$ cat config.mk
export PLATFORM = sky130hd
export DESIGN_NAME = sysclk_switch
export DESIGN_NICKNAME = d
export VERILOG_FILES = /design/src/rtl/sysclk_pkg.sv /design/src/rtl/sysclk_rdy_model.sv /design/src/rtl/sysclk_switch_ctl.sv /design/src/rtl/sysclk_regs.sv /design/src/rtl/sysclk_switch.sv
export SDC_FILE = /design/constraint.sdc
export NUM_CORES = 1
export LEC_CHECK = 0
export BUFFER_PORTS_ARGS = -buffer_cell sky130_fd_sc_hd__buf_2
export CORE_ASPECT_RATIO = 0.5
export CORE_UTILIZATION = 51
export DETAILED_ROUTE_END_ITERATION = 6
export GPL_TIMING_DRIVEN = 0
export PLACE_DENSITY = 0.77
export SYNTH_ARGS = -nofsm -noshare
export SYNTH_HDL_FRONTEND = slang
export SYNTH_SLANG_ARGS = --single-unit
$ cat constraint.sdc
create_clock -name clk -period 1.53 [get_ports clk]
set_input_delay 0.153 -clock clk [delete_from_list [all_inputs] [get_ports clk]]
set_output_delay 0.153 -clock clk [all_outputs]
set_load 0.005 [all_outputs]
$ cat src/rtl/sysclk_pkg.sv
// Package: shared encodings and register field positions for the system
// clock source switch. Assumes a 32-bit register bus and four sources.
package sysclk_pkg;
    localparam int NSRC  = 4;
    localparam int SELW  = 2;
    localparam int DATAW = 32;
    localparam int DIVW  = 2;

    typedef enum logic [SELW-1:0] {
        SRC_HS  = 2'd0,
        SRC_LP  = 2'd1,
        SRC_XO  = 2'd2,
        SRC_PLL = 2'd3
    } src_e;

    localparam logic [1:0] ADDR_CTL = 2'd0;
    localparam logic [1:0] ADDR_SEL = 2'd1;
    localparam logic [1:0] ADDR_PLL = 2'd2;

    localparam int CTL_ON_HS  = 0;
    localparam int CTL_ON_LP  = 1;
    localparam int CTL_ON_XO  = 2;
    localparam int CTL_DIV_LO = 3;
    localparam int CTL_ON_PLL = 5;
    localparam int CTL_BYP    = 6;
    localparam int CTL_RDY_LO = 8;

    typedef struct packed {
        logic [8:0] mul;
        logic [5:0] pre;
        logic [1:0] src;
    } pll_cfg_t;
    localparam int PLLW = $bits(pll_cfg_t);
endpackage

$ cat src/rtl/sysclk_rdy_model.sv
// Module: ready-flag model of one oscillator. The flag follows 'run'
// after 'run' has differed from it for DLY consecutive cycles.
// Assumes DLY >= 1. RST_RDY is the flag value after reset.
module sysclk_rdy_model #(
    parameter int DLY     = 4,
    parameter bit RST_RDY = 1'b0
) (
    input  logic clk,
    input  logic rst_n,
    input  logic run,
    output logic rdy
);
    localparam int CW = (DLY < 2) ? 1 : $clog2(DLY + 1);
    localparam logic [CW-1:0] LAST = CW'(DLY - 1);

    logic [CW-1:0] cnt;

    // Count cycles of mismatch between run and rdy; flip rdy at the limit.
    always_ff @(posedge clk) begin
        if (!rst_n) begin
            cnt <= '0;
            rdy <= RST_RDY;
        end else if (run != rdy) begin
            if (cnt == LAST) begin
                rdy <= run;
                cnt <= '0;
            end else begin
                cnt <= cnt + 1'b1;
            end
        end else begin
            cnt <= '0;
        end
    end
endmodule

$ cat src/rtl/sysclk_switch_ctl.sv
// Module: break-before-make switch sequencer. When the requested source
// differs from the active one and is ready, it spends one cycle with all
// enables low, then makes the target active. Assumes req is registered.
module sysclk_switch_ctl
    import sysclk_pkg::*;
(
    input  logic            clk,
    input  logic            rst_n,
    input  src_e            req,
    input  logic [NSRC-1:0] rdy,
    output src_e            active,
    output logic            gap,
    output src_e            tgt,
    output logic [NSRC-1:0] gate
);
    // Sequence the switch: idle -> gap (target latched) -> active updated.
    always_ff @(posedge clk) begin
        if (!rst_n) begin
            active <= SRC_HS;
            gap    <= 1'b0;
            tgt    <= SRC_HS;
        end else if (gap) begin
            active <= tgt;
            gap    <= 1'b0;
        end else if ((req != active) && rdy[req]) begin
            gap <= 1'b1;
            tgt <= req;
        end
    end

    // Drive the one-hot enable of the active source, none during the gap.
    always_comb begin
        gate = '0;
        if (!gap) gate[active] = 1'b1;
    end
endmodule

$ cat src/rtl/sysclk_regs.sv
// Module: register file with interlocks. It holds the enables, the fast
// divider, the bypass bit, the PLL configuration and the requested source.
// Clears of in-use enables and writes to locked fields are dropped.
// Assumes rdy, active, gap and tgt come from registers.
module sysclk_regs
    import sysclk_pkg::*;
(
    input  logic             clk,
    input  logic             rst_n,
    input  logic             bus_wr,
    input  logic [1:0]       bus_addr,
    input  logic [DATAW-1:0] bus_wdata,
    input  logic [NSRC-1:0]  rdy,
    input  src_e             active,
    input  logic             gap,
    input  src_e             tgt,
    output logic [NSRC-1:0]  on,
    output logic [DIVW-1:0]  div,
    output logic             byp,
    output pll_cfg_t         pll_cfg,
    output src_e             req,
    output logic [DATAW-1:0] bus_rdata
);
    logic [NSRC-1:0] in_use;
    logic [NSRC-1:0] keep_on;
    logic [NSRC-1:0] wr_on;
    logic            wr_ctl;
    logic            wr_sel;
    logic            wr_pll;
    logic            unused_bits;

    assign wr_ctl = bus_wr && (bus_addr == ADDR_CTL);
    assign wr_sel = bus_wr && (bus_addr == ADDR_SEL);
    assign wr_pll = bus_wr && (bus_addr == ADDR_PLL);
    assign wr_on  = {bus_wdata[CTL_ON_PLL], bus_wdata[CTL_ON_XO],
                     bus_wdata[CTL_ON_LP], bus_wdata[CTL_ON_HS]};
    assign unused_bits = ^{bus_wdata[DATAW-1:PLLW], bus_wdata[7]};

    // Mark sources whose enable must not be cleared: the active source, the
    // pending target, and the PLL's input while the PLL is in use.
    always_comb begin
        for (int i = 0; i < NSRC; i++) begin
            in_use[i] = (active == src_e'(i)) || (gap && (tgt == src_e'(i)));
        end
        for (int i = 0; i < NSRC; i++) begin
            keep_on[i] = in_use[i] ||
                         ((i != NSRC - 1) && in_use[NSRC-1] &&
                          (pll_cfg.src == SELW'(i)));
        end
    end

    // Update the control fields; the bypass bit is locked while the
    // external oscillator is on or ready.
    always_ff @(posedge clk) begin
        if (!rst_n) begin
            on  <= NSRC'(1);
            div <= '0;
            byp <= 1'b0;
        end else if (wr_ctl) begin
            on  <= wr_on | keep_on;
            div <= bus_wdata[CTL_DIV_LO +: DIVW];
            if (!on[SRC_XO] && !rdy[SRC_XO]) byp <= bus_wdata[CTL_BYP];
        end
    end

    // Update the PLL configuration only while the PLL is fully stopped.
    always_ff @(posedge clk) begin
        if (!rst_n) begin
            pll_cfg <= '0;
        end else if (wr_pll && !on[SRC_PLL] && !rdy[SRC_PLL]) begin
            pll_cfg <= pll_cfg_t'(bus_wdata[PLLW-1:0]);
        end
    end

    // Capture the requested system source.
    always_ff @(posedge clk) begin
        if (!rst_n) req <= SRC_HS;
        else if (wr_sel) req <= src_e'(bus_wdata[SELW-1:0]);
    end

    // Read mux; the select readback returns the source actually in use.
    always_comb begin
        case (bus_addr)
            ADDR_CTL: bus_rdata = {20'b0, rdy, 1'b0, byp, on[SRC_PLL], div,
                                   on[SRC_XO], on[SRC_LP], on[SRC_HS]};
            ADDR_SEL: bus_rdata = {{(DATAW-SELW){1'b0}}, active};
            ADDR_PLL: bus_rdata = {{(DATAW-PLLW){1'b0}}, pll_cfg};
            default:  bus_rdata = '0;
        endcase
    end
endmodule

$ cat src/rtl/sysclk_switch.sv
// Module: top of the system clock source switch. Instantiates one ready
// model per source, the register file and the switch sequencer, and
// produces the divided fast-oscillator tick. Delays are reference cycles.
module sysclk_switch
    import sysclk_pkg::*;
#(
    parameter int HS_DLY  = 4,
    parameter int LP_DLY  = 3,
    parameter int XO_DLY  = 10,
    parameter int PLL_DLY = 12
) (
    input  logic             clk,
    input  logic             rst_n,
    input  logic             bus_wr,
    input  logic [1:0]       bus_addr,
    input  logic [DATAW-1:0] bus_wdata,
    output logic [DATAW-1:0] bus_rdata,
    output logic [SELW-1:0]  sys_src,
    output logic [NSRC-1:0]  src_gate,
    output logic             hs_tick
);
    localparam int TCW = (1 << DIVW) - 1;

    logic [NSRC-1:0] on_vec;
    logic [NSRC-1:0] rdy_vec;
    logic [NSRC-1:0] run_vec;
    logic [DIVW-1:0] div;
    logic            byp;
    pll_cfg_t        pll_cfg;
    src_e            req;
    src_e            active;
    src_e            tgt;
    logic            gap;
    logic            pll_in_ok;
    logic [TCW-1:0]  tcnt;
    logic [TCW-1:0]  tmask;
    logic            unused_cfg;

    assign unused_cfg = ^{byp, pll_cfg.mul, pll_cfg.pre};
    assign pll_in_ok  = (pll_cfg.src != SRC_PLL) && rdy_vec[pll_cfg.src];

    // One ready model per source; the PLL also needs its input running.
    for (genvar g = 0; g < NSRC; g++) begin : g_osc
        localparam int D = (g == 0) ? HS_DLY : (g == 1) ? LP_DLY :
                           (g == 2) ? XO_DLY : PLL_DLY;
        if (g == NSRC - 1) begin : g_pll
            assign run_vec[g] = on_vec[g] && pll_in_ok;
        end else begin : g_plain
            assign run_vec[g] = on_vec[g];
        end
        sysclk_rdy_model #(.DLY(D), .RST_RDY(g == 0)) u_rdy (
            .clk(clk), .rst_n(rst_n), .run(run_vec[g]), .rdy(rdy_vec[g])
        );
    end

    sysclk_regs u_regs (
        .clk(clk), .rst_n(rst_n), .bus_wr(bus_wr), .bus_addr(bus_addr),
        .bus_wdata(bus_wdata), .rdy(rdy_vec), .active(active), .gap(gap),
        .tgt(tgt), .on(on_vec), .div(div), .byp(byp), .pll_cfg(pll_cfg),
        .req(req), .bus_rdata(bus_rdata)
    );

    sysclk_switch_ctl u_ctl (
        .clk(clk), .rst_n(rst_n), .req(req), .rdy(rdy_vec),
        .active(active), .gap(gap), .tgt(tgt), .gate(src_gate)
    );

    assign sys_src = active;

    // Free-running phase counter for the divided tick.
    always_ff @(posedge clk) begin
        if (!rst_n) tcnt <= '0;
        else tcnt <= tcnt + 1'b1;
    end

    assign tmask   = TCW'((1 << div) - 1);
    assign hs_tick = rdy_vec[SRC_HS] && ((tcnt & tmask) == '0);
endmodule

Yosys cells after proc, flatten, opt, wreduce, memory -nomap -nowiden:

Cells that the tools add are included.

* output and inout bits: 39
* memories: 0
* latch bits: 0
* bits in registers: 51
* bits in writable memories: 0
* input bits: 37
* memory bits (read-only): 0
* logic and storage cells: 112

* $mul: 0
* shift-type cells: 1
* div/mod/pow operators: 0
* magnitude comparators: 4
* add/subtract/negate cells: 6
* muxes and demuxes: 9
* eq/ne operators: 20
* bitwise operators: 8
* reduce and logical (&&, ||, !) cells: 45

Operator list (number)
* $pmux W17 S3: 1
* $logic_and A1 B1 Y1: 18
* $eq A2 B2 Y1 const B: 7
* $reduce_and A2 Y1: 6
* $reduce_or A3 Y1: 4
* $lt A2 B3 Y1 const B: 3
* $add A4 B1 Y4 const B: 2
* $eq A2 B1 Y1 const B: 4
* $eq A4 B4 Y1 const B: 2
* $logic_not A2 Y1: 4
* $logic_or A1 B1 Y1: 7
* $add A3 B1 Y3 const B: 2
* $not A1 Y1: 6
* $bmux W1 S2: 2
* $logic_not A1 Y1: 4
* $mux W1: 4
* $mux W4: 1
* $ne A1 B1 Y1: 4
* $or A4 B4 Y4: 1
* $and A3 B3 Y3: 1
* $eq A3 B2 Y1 const B: 1
* $logic_not A3 Y1: 1
* $shl A1 B2 Y3 const A: 1
* $sub A3 B2 Y3 const B: 1
* other kinds (6): 6

Depth between registers and ports, before layout:

* depth after elaboration: 7
* gate-level depth with buffers: 6
* gate-level depth less buffers: 6

By module:

A second synthesis with hierarchy kept.

* cells, all modules: 280
* area total of the unflattened synthesis: 2556.2 µm²

Modules (own cells, without submodules)
* sysclk_regs: sequential area each 520.5 µm², area an instance 1445.1 µm², cells an instance 176, times used 1
* sysclk_switch_ctl: sequential area each 100.1 µm², area an instance 250.2 µm², cells an instance 26, times used 1
* sysclk_rdy_model at g_osc[2].u_rdy: sequential area each 100.1 µm², area an instance 221.5 µm², cells an instance 20, times used 1
* sysclk_rdy_model at g_osc[3].u_rdy: sequential area each 100.1 µm², area an instance 209.0 µm², cells an instance 19, times used 1
* sysclk_rdy_model at g_osc[0].u_rdy: sequential area each 80.1 µm², area an instance 161.4 µm², cells an instance 13, times used 1
* sysclk_switch: sequential area each 60.1 µm², area an instance 150.1 µm², cells an instance 16, times used 1
* sysclk_rdy_model at g_osc[1].u_rdy: sequential area each 60.1 µm², area an instance 118.9 µm², cells an instance 10, times used 1

Worst setup path before layout:

OpenSTA, ideal clock, no wires.

* path type: reg-to-reg
* start: reg u_ctl.active[1]
* end: reg u_regs.on[1]
* required time: 1.400 ns
* cell stages (with the launch flop): 6
* path slack: 0.160 ns
* arrival: 1.240 ns
* buffers on the path: 1
* period minus slack after synthesis: 1.370 ns
* library setup time: 0.130 ns
* path through: dfxtp_1 -> buf_2 -> a32oi_1 -> nor2_1 -> a2111oi_0 -> a21oi_1

* word-level cells in the longest chain between the ends: 5
* elaborated cells on any way between the ends: 7
* classes of those cells: 2 x eq/ne; 1 x bitwise; 4 x reduce/logical

Ends and longest elaborated chain
* start, declared: line sysclk_switch_ctl.sv:11 `output src_e active,`
* start signal, assigned: line sysclk_switch_ctl.sv:23 `active <= tgt;`
* $eq A2 B2 Y1: line sysclk_regs.sv:43 `in_use[i] = (active == src_e'(i)) || (gap && (tgt == src_e'(i)));`
* $logic_or A1 B1 Y1: line sysclk_regs.sv:43
* $logic_and A1 B1 Y1: line sysclk_regs.sv:47 `((i != NSRC - 1) && in_use[NSRC-1] &&`
* $logic_or A1 B1 Y1 (*): line sysclk_regs.sv:46 `keep_on[i] = in_use[i] ||`
* $or A4 B4 Y4 (*): line sysclk_regs.sv:60 `on <= wr_on | keep_on;`
* end signal, assigned: line sysclk_regs.sv:60
* end, declared: line sysclk_regs.sv:17 `output logic [NSRC-1:0] on,`

Every way passes the cells marked *; elsewhere a longest branch is shown, timed or not.
A chain may end at the register's enable or synchronous reset.

Final worst setup path:

Same ends and word-level chain as after synthesis.

==> results.txt <==
----------------------------------------------------
[Power and ir drop]
  Worst ir drop on vdd ... 0.000464 V
  Power share of the combinational group ... 9.6%
  Power density over cell area ... 820 nW/µm²
  Clock Power Share ... 34.4%
  Sequential share of power ... 56.0%
  Internal power summed over all cells ... 1.88 mW
  Net switching component of the power ... 586 µW
  Switching share of power ... 23.7%
  Leakage dissipation ... 1.32 nW

[Cells and area]
  Layout overhead on the synthesized area ... 19.4%
  Final core occ ... 65.9%
  Share of post-route cells with drive strength above 1 ... 22.0%
  Register Area ... 1020 µm²
  Number of filler instances in the final layout ... 385
  Final antenna diode count ... 0
  Area of the multi-input gates ... 1370 µm²
  Number of cells in the finished layout apart from fillers ... 430
  Net total in the final layout ... 408

[Drt]
  WL per Instance ... 12.3 µm
  Detailed-route wire length ... 5300 µm
  Number of optimization iterations in the first detailed-route pass ... 4
  Routed via count ... 2,197
  Initial drt markers ... 129
  Routed vias/inst ... 5.11
  Post-detailed-route count of antenna-violating nets ... 0
  Detailed-route DRC error count ... 0

[Synthesis]
  Number of flops mapped to enable cells by yosys ... 0
  Most frequent cell after synthesis ... nand2_1
  Area fraction in and, or, nand and nor cells after synthesis ... 23.7%
  Proportion of register bits with asynchronous set or reset after synthesis ... 0%
  Seq/Total Area, Yosys ... 40.5%
  Mux cell area share after synthesis ... 6.74%
  Syn Inst Count ... 299
  Area of the mapped netlist ... 2520 µm²
  Compound-cell area share of the yosys netlist ... 14.1%
  Area share of fa/ha/maj cells after synthesis ... 3.97%
  Cell types with the highest counts after synthesis ... 55 x nand2_1, 51 x dfxtp_1, 25 x nor2_1
  Dominant cells by area after synthesis ... dfxtp_1 40%, nand2_1 8.2%, mux2i_1 6.7%, buf_4 5.1%, ha_1 4.0%
  Most area-hungry cell type in the Yosys netlist ... dfxtp_1
  Synth top area share ... 40.5%
  Predominant post-synthesis flop cell ... dfxtp_1
  Area share of xor/xnor cells in the synthesized design ... 2.43%
  Number of warnings issued by yosys ... 0
  Flop and latch count out of synthesis ... 51
  Mapped Avg Cell Area ... 8.44 µm²
  Cell variety after synth ... 44
  Main combinational cell family by area after synthesis ... simple AND/OR/NAND/NOR gates

[Global routing]
  Vias in the first global route ... 1,924
  All-Layer GR Usage ... 22.1%
  Largest net degree at the start of global routing ... 16
  Residual overflow from global routing ... 0
  Wire length of the first global-routing pass ... 8670 µm
  Initial antenna violation count ... 0

[CTS]
  H-tree levels ... 2
  Setup Fix Bufs, Post-CTS ... 0
  Register clock-pin slew on the reported worst setup and hold paths ... 90 ps
  Bufs on Longest Clock Path ... 2
  Number of clock buffers inserted by TritonCTS ... 5
  Clock tree from TritonCTS ... built
  Root Driver ... clkbuf_8
  Number of sinks driven by the clock tree ... 51
  Clk Latency, worst-skew pair ... 300 ps

[Die]
  Area of the core ... 4570 µm²
  Number of top-level pins ... 76
  Die Span Y ... 51.7 µm
  Die area ... 5250 µm²
  Starting density of the core ... 55.2%
  Die X-Extent ... 101 µm
  FP Rows ... 17

[Place]
  DP Worst Slack ... -163 ps
  Post-detailed-placement half-perimeter wirelength ... 4050 µm
  GPL Wtd Cong ... 0.871
  Total instance count after detailed placement ... 423
  Number of port buffers ... 44

[Timing]
  Worst Skew ... 3.78 ps
  Headroom to the max-slew limit ... 64.7%
  Crit path setup slack, layout ... 45.3 ps
  Share of the clock period used by the worst path ... 97.0%
  Setup-failing EPs final ... 0
  Setup TNS Final ... 0 ps
  Final Hold Fails ... 0
  Post-layout minimum cycle time ... 1480 ps
  Max-slew violation count ... 0
  Setup repair after global routing missed its margin ... yes
  Pin slew with the least headroom to its limit ... 530 ps
  Achievable Freq ... 0.674 GHz

[Worst setup path]
  Peak fanout along the critical path ... 10
  CP endpoint kind ... flop
  Arrival time at the worst endpoint ... 1680 ps
  Largest stage delay on the critical path ... 400 ps
  Worst path required time ... 1720 ps
  CP Cell Sequence ... clkbuf_4 > a32oi_4 > nor2_1 > a2111oi_2 > a21oi_1
  Type of origin of the critical path ... flop
  Critical Setup Path Class ... reg2reg
  Master of the slowest instance on the critical path ... a2111oi_2

[Flow run]
  Maximum Capacitance Violations ... 0

[Hold path]
  Min-delay worst type ... in2reg

[Status]
  Result of the run ... finished clean

----------------------------------------------------
==> worst paths after layout <==
path                    startpoint  slack [ps]  depth (start not counted)                    end
min reg2reg  g_osc[1].u_rdy.cnt[0]         430                          1  g_osc[1].u_rdy.cnt[0]
max reg2reg        u_ctl.active[1]          50                          5           u_regs.on[1]
max                u_ctl.active[1]          50                          5           u_regs.on[1]
min                  bus_wdata[13]          70                          3     u_regs.pll_cfg[13]
==> per-layer routing <==
metal  track usage (%)  up-vias  part of all wire (%)
met5                 0        -                     0
met4              8.70        0                  0.87
met3              6.59        7                   6.8
met2              35.0       70                    45
met1              28.5     1018                    47
li1                  -     1102                     -
==> critical path, delay by kind of cell (launching register included) <==
family | cells | cell delay (ps)
compound gates | 3 | 740
flops | 1 | 350
buf+inv | 1 | 200
simple gates | 1 | 80
==> cell families (layout without fill, tap and decap cells) <==
group                      count (synthesis)  count (layout)
and+or+nand+nor                          125             125
buffers and inverters                     38              89
DFF                                       51              51
other                                      1              15
xor gates and xnor gates                   7               7
AOI/OAI and AO/OA                         52              52
adders and majority gates                  8               8
muxes                                     17              17
==> through the flow <==
stage / power, mW / area [µm²] / hold slack, ps
5_1_grt: 2.57 / 3010 / 71.3
4_1_cts: 2.48 / 3000 / 73.7
2_1_floorplan: 1.56 / 2580 / 288
6_report: 2.47 / 3010 / 72.3
3_3_place_gp: 1.64 / 2880 / 393
3_5_place_dp: 1.65 / 2880 / 401
==> power groups by stage <==
stage / registers [mW] / clock network [mW] / logic (mW)
floorplan: 1.41 / 0 / 0.157
global placement: 1.41 / 0 / 0.229
detailed placement: 1.41 / 0 / 0.234
CTS: 1.38 / 0.864 / 0.235
global route: 1.39 / 0.918 / 0.266
finish: 1.38 / 0.850 / 0.237
==> registers in the layout, summed over array words and instances, names as in the netlist <==
| signal | flops |
|---|---|
| g_osc.u_rdy.cnt | 13 |
| g_osc.u_rdy.rdy | 4 |
| tcnt | 3 |
| u_ctl.active | 2 |
| u_ctl.gap | 1 |
| u_ctl.tgt | 2 |
| u_regs.byp | 1 |
| u_regs.div | 2 |
| u_regs.on | 4 |
| u_regs.pll_cfg | 17 |
| u_regs.req | 2 |
==> layout make-up <==
cell class	count	share of cell area, %
Multi-Input combinational cell	224	45.6
Sequential cell	51	33.9
Timing Repair Buffer	44	7.31
Buffer	28	5.90
Clock buffer	7	3.20
Tap cell	66	2.74
Inverter	9	1.12
Clock inverter	1	0.249
==> cells in the final DEF, fill, tap and decap left out, types with 2 or more instances in the layout <==
cell / instances
nor3b_1: 4
o21ai_0: 10
nor2_1: 25
nand3_1: 6
xor2_1: 5
buf_2: 48
a21boi_0: 12
and2_1: 9
nor3_1: 2
a31oi_1: 2
ha_1: 8
xnor2_1: 2
nand3b_1: 3
mux2i_1: 17
a21boi_1: 11
a21oi_1: 6
clkbuf_8: 7
buf_4: 17
o211ai_1: 2
nand2_1: 55
nor2b_1: 9
inv_1: 9
dfxtp_1: 51
clkbuf_1: 6
conb_1: 15
and3_1: 2
==> timing repair <==
item,in CTS,in global routing
hold buffers,0,0
endpoints found under the setup margin,1,14
pin swaps,0,0
gates resized for setup,3,4
No activity file was read; power rests on OpenSTA's default activity.
